[src/rtl/sercfg_bank.sv]
module sercfg_bank #(
  parameter int FRAME_BITS  = 16,
  parameter int ADDR_W      = 3,
  parameter int USER_REGS   = 4,
  parameter int SYNC_STAGES = 2
) (
  input  logic       clk,
  input  logic       rst_n,
  input  logic       ser_clk,
  input  logic       ser_sel_n,
  input  logic       ser_din,
  output logic [7:0] gain_code,
  output logic       in_mode,
  output logic       sleep_en,
  output logic       stby_en,
  output logic       line_inv,
  output logic       mid_inv,
  output logic [1:0] amp_fsel,
  output logic [3:0] sw_fsel,
  output logic [4:0] clamp_lvl,
  output logic       low_pwr,
  output logic       pulse_inv,
  output logic       ob_inv,
  output logic       core_run,
  output logic       bias_off,
  output logic       avg4
);

  localparam int PL_W = FRAME_BITS - ADDR_W;
  localparam int CW   = $clog2(FRAME_BITS + 1) + 1;
  localparam logic [CW-1:0] CNT_MAX  = '1;
  localparam logic [CW-1:0] CNT_FULL = CW'(FRAME_BITS);

  logic [SYNC_STAGES:0] sck_p, sel_p, din_p;
  logic [FRAME_BITS-1:0] shreg;
  logic [CW-1:0] bit_cnt;
  logic [USER_REGS-1:0][PL_W-1:0] cfg_q;

  wire sck_rise = sck_p[SYNC_STAGES-1] & ~sck_p[SYNC_STAGES];
  wire sel_lo   = ~sel_p[SYNC_STAGES-1];
  wire sel_rise = sel_p[SYNC_STAGES-1] & ~sel_p[SYNC_STAGES];
  wire din_s    = din_p[SYNC_STAGES-1];

  wire [ADDR_W-1:0] addr    = shreg[FRAME_BITS-1 -: ADDR_W];
  wire [PL_W-1:0]   payload = shreg[PL_W-1:0];
  wire frame_ok = sel_rise && (bit_cnt == CNT_FULL);
  wire slot_ok  = int'(addr) < USER_REGS;

  always_ff @(posedge clk or negedge rst_n) begin
    if (!rst_n) begin
      sck_p <= '0;
      sel_p <= '1;
      din_p <= '0;
    end else begin
      sck_p <= {sck_p[SYNC_STAGES-1:0], ser_clk};
      sel_p <= {sel_p[SYNC_STAGES-1:0], ser_sel_n};
      din_p <= {din_p[SYNC_STAGES-1:0], ser_din};
    end
  end

  always_ff @(posedge clk or negedge rst_n) begin
    if (!rst_n) begin
      shreg   <= '0;
      bit_cnt <= '0;
    end else if (!sel_lo) begin
      bit_cnt <= '0;
    end else if (sck_rise) begin
      shreg <= {din_s, shreg[FRAME_BITS-1:1]};
      if (bit_cnt != CNT_MAX) bit_cnt <= bit_cnt + 1'b1;
    end
  end

  always_ff @(posedge clk or negedge rst_n) begin
    if (!rst_n) begin
      cfg_q <= '0;
    end else if (frame_ok && slot_ok) begin
      for (int i = 0; i < USER_REGS; i++)
        if (int'(addr) == i) cfg_q[i] <= payload;
    end
  end

  assign gain_code = cfg_q[0][7:0];
  assign in_mode   = cfg_q[0][8];
  assign sleep_en  = cfg_q[1][0];
  assign stby_en   = cfg_q[1][1];
  assign line_inv  = cfg_q[1][2];
  assign mid_inv   = cfg_q[1][3];
  assign amp_fsel  = cfg_q[1][5:4];
  assign sw_fsel   = cfg_q[1][9:6];
  assign clamp_lvl = cfg_q[2][4:0];
  assign low_pwr   = cfg_q[2][5];
  assign pulse_inv = cfg_q[2][6];
  assign ob_inv    = cfg_q[2][7];
  assign core_run  = cfg_q[2][8];
  assign bias_off  = cfg_q[3][0];
  assign avg4      = cfg_q[3][1];


  commit_at_sel_rise_chk: assert property (@(posedge clk) disable iff (!rst_n)
    !sel_rise |=> $stable(cfg_q));


  wrong_length_chk: assert property (@(posedge clk) disable iff (!rst_n)
    (sel_rise && bit_cnt != CNT_FULL) |=> $stable(cfg_q));


  reserved_slot_chk: assert property (@(posedge clk) disable iff (!rst_n)
    (frame_ok && !slot_ok) |=> $stable(cfg_q));


  idle_count_clear_chk: assert property (@(posedge clk) disable iff (!rst_n)
    !sel_lo |=> (bit_cnt == '0));


  edge_count_chk: assert property (@(posedge clk) disable iff (!rst_n)
    (sel_lo && sck_rise && bit_cnt != CNT_MAX) |=> (bit_cnt == $past(bit_cnt) + 1'b1));

endmodule

[config.mk]
export PLATFORM = sky130hd
export DESIGN_NAME = sercfg_bank
export DESIGN_NICKNAME = d
export VERILOG_FILES = /design/src/rtl/sercfg_bank.sv
export SDC_FILE = /design/constraint.sdc
export NUM_CORES = 1
export LEC_CHECK = 0
export ABC_AREA = 1
export CAP_MARGIN = 10
export CORE_MARGIN = 1.5
export CORE_UTILIZATION = 35
export DETAILED_ROUTE_END_ITERATION = 12
export HOLD_SLACK_MARGIN = 0.15
export SYNTH_ARGS = -nofsm -noshare
export SYNTH_HDL_FRONTEND = slang
export SYNTH_SLANG_ARGS = --single-unit
[constraint.sdc]
create_clock -name clk -period 1.6 [get_ports clk]
set_clock_uncertainty 0.05 [all_clocks]
set_input_delay 0.32 -clock clk [delete_from_list [all_inputs] [get_ports clk]]
set_output_delay 0.32 -clock clk [all_outputs]
set_load 0.02 [all_outputs]
==> impl_metrics.ini <==
[outcome]
outcome = finished, final reports clean

[setup_path]
slowest_stage = dfrtp_1
startpoint_type = register
max_stage_delay_ns = 0.40
path_cells = inv_1, ha_1, nand3_1, nor2_2, buf_12, nand2_8, nand2_1, o21ai_2
crit_arrival_ns = 1.64
worstPathRequired_ns = 1.77
cp-end-kind = register
critPathMaxFanout = 18
worstSetupPathType = register to register

[global_routing]
grt_max_degree = 25
grt_pass1_vias = 1620
grt_overflow = 0
grt_pass1_wl_mm = 7.81
grt_util_all_layers = 0.140
antenna_found_initial = 0

[routing]
drtIter0Drc = 67
drc_errors = 0
post_drt_via_cell_ratio = 4.55
final_antenna_net_count = 0
vias = 1694
dr.pass1.iters = 4
finalWirelength_mm = 4.46
wire_per_inst_microns = 12.0

[power]
vdd_drop_max_v = 0.000491
clock_power_share = 0.454
p_switching_uw = 920
cellLeakagePower_nw = 1.63
switching_share = 0.250
combPwrFrac = 0.084
p_per_area_nw_per_um2 = 1170
finalPower_mw = 3.67
share_seq_of_total_power = 0.462
p_int_mw = 2.75

[run]
max_cap_viol_count = 0

[floorplanning]
die_w_microns = 86.1
pin_count = 35
die_y_microns = 86.1
core_area_sq_um = 6720
rows = 30
start_util = 0.360
die_area_sq_um = 7420

[timing]
tightest_slew_ns = 0.447
slew_violations = 0
finalHoldViolCount = 0
rsz0062_at_grt = true
relSlewSlack = 0.700
setup_viol = 0
period_needed_ns = 1.47
max_freq_mhz = 681
fin_crit_sh = 0.917
finalWorstSetupSlack_ns = 0.132
worst_hold_slack_ns = 0.305

[finish]
final_nets = 294
drive_gt1_frac = 0.188
fill_cells = 640
final_common_cell = nand2_1
antennaDiodeCount = 0
area.growth.synth_to_final_pct = 29.6
finalNonFillerCells = 372
final_util = 0.467
final_cell_mix = 68 x nand2_1, 57 x dfrtp_1, 30 x dlygate4sd2_1

[logic_synthesis]
synth_cell_types = 20
synth.avg_cell_area_sq_um = 10.1
synth_seq_cells = 60
synth_nets = 247
yosysWarnings = 0
netlist_instances = 240
yosysSeqAreaShare = 0.622
syn-cell-area_sq_um = 2420

[min_path]
worstHoldPathType = register to register

[cts]
clkTransAtPathRegs_ns = 0.07
cts_buffers = 9
clk_latency_ns = 0.34
htree_levels = 3
clock_sinks = 60
cts_tree = done
cts_buffer_depth = 2
clock-root-buffer = clkbuf_8

[placement]
dp.cells = 355
place.gp.congestion = 0.771
pre_cts_ws_ns = 0.0928
place.detailed.hpwl_mm = 3.15
port_buffers = 34
## final timing paths
kind	startpoint	endpoint	slack [ns]	cells after the start
worst max-delay path	bit_cnt[0]$_DFFE_PN0P_	mid_inv$_DFFE_PN0P_	0.13	8
worst min-delay path	sck_p[0]$_DFF_PN0_	sck_p[1]$_DFF_PN0_	0.31	0
worst max register to register	bit_cnt[0]$_DFFE_PN0P_	mid_inv$_DFFE_PN0P_	0.13	8
worst min register to register	sck_p[0]$_DFF_PN0_	sck_p[1]$_DFF_PN0_	0.31	0
max in group asynchronous	rst_n	sel_p[2]$_DFF_PN1_	0.53	3
min in group asynchronous	rst_n	shreg[7]$_DFFE_PN0P_	0.41	2
## repair_timing
item,CTS,global route
pin swaps,0,0
endpoints found under the setup margin,30,19
hold endpoints to repair,15,0
hold buffers,1,0
setup buffers,0,0
gates resized for setup,30,5
## per-layer routing
metal | track usage | part of all wire
met1 | 0.184 | 0.48
met2 | 0.214 | 0.46
met3 | 0.0327 | 0.039
met4 | 0.0748 | 0.023
met5 | 0 | 0
## logic make-up after synthesis
| group | after synthesis | share of synthesized area |
|---|---|---|
| buf+inv | 30 | 0.0595 |
| compound gates | 42 | 0.122 |
| fa+ha+maj | 2 | 0.0103 |
| flops | 60 | 0.622 |
| simple gates | 106 | 0.186 |
## critical path: cells and delay by family, from the launching register on
kind / cells / cell delay [ns]
buffers and inverters: 2 / 0.26
flip-flops: 1 / 0.40
adder cells (fa/ha/maj): 1 / 0.14
AO/OA/AOI/OAI: 1 / 0.05
AND/OR/NAND/NOR: 4 / 0.46
## cell type report
cell class                 instances  area, sq um  share of cell area
inverter                          23         86.3              0.0275
multi-input combinational        150          787               0.251
clock inverter                     7          124              0.0395
timing repair buffer              43          409               0.130
sequential                        60         1510               0.480
tap                               80          100              0.0319
clock buffer                       9          124              0.0395
## sequential cells by signal, indices dropped and copies added, names as in the netlist, 2 cells and up
register,flops
shreg,16
gain_code,8
bit_cnt,6
clamp_lvl,5
sw_fsel,4
sck_p,3
sel_p,3
amp_fsel,2
din_p,2
## synth_stat cells, drive strengths merged
| cell type | count | area share |
|---|---|---|
| nor2 | 14 | 0.023 |
| nor3 | 4 | 0.010 |
| ha | 2 | 0.010 |
| inv | 23 | 0.036 |
| nand2 | 70 | 0.11 |
| dfstp | 3 | 0.033 |
| nand3 | 17 | 0.035 |
| dfrtp | 57 | 0.59 |
| buf | 5 | 0.021 |
| o21bai | 1 | 0.0031 |
| a21oi | 4 | 0.0083 |
| nand4 | 1 | 0.0026 |
| o21ai | 37 | 0.11 |
| clkbuf | 2 | 0.0031 |
## power by group through the flow
stage          logic [mW]  clock network, mW  registers [mW]
5_1_grt             0.362               1.80            1.71
3_5_place_dp        0.309                  0            1.72
2_1_floorplan       0.193                  0            1.71
3_3_place_gp        0.305                  0            1.72
6_report            0.308               1.67            1.70
4_1_cts             0.312               1.72            1.70
## stage by stage
stage          setup TNS [ns]  cell area [sq um]
2_1_floorplan               0               2420
3_3_place_gp                0               2890
3_5_place_dp                0               2890
4_1_cts                     0               3110
5_1_grt               -0.0311               3140
6_report                    0               3140
No activity file was read; power rests on OpenSTA's default activity.
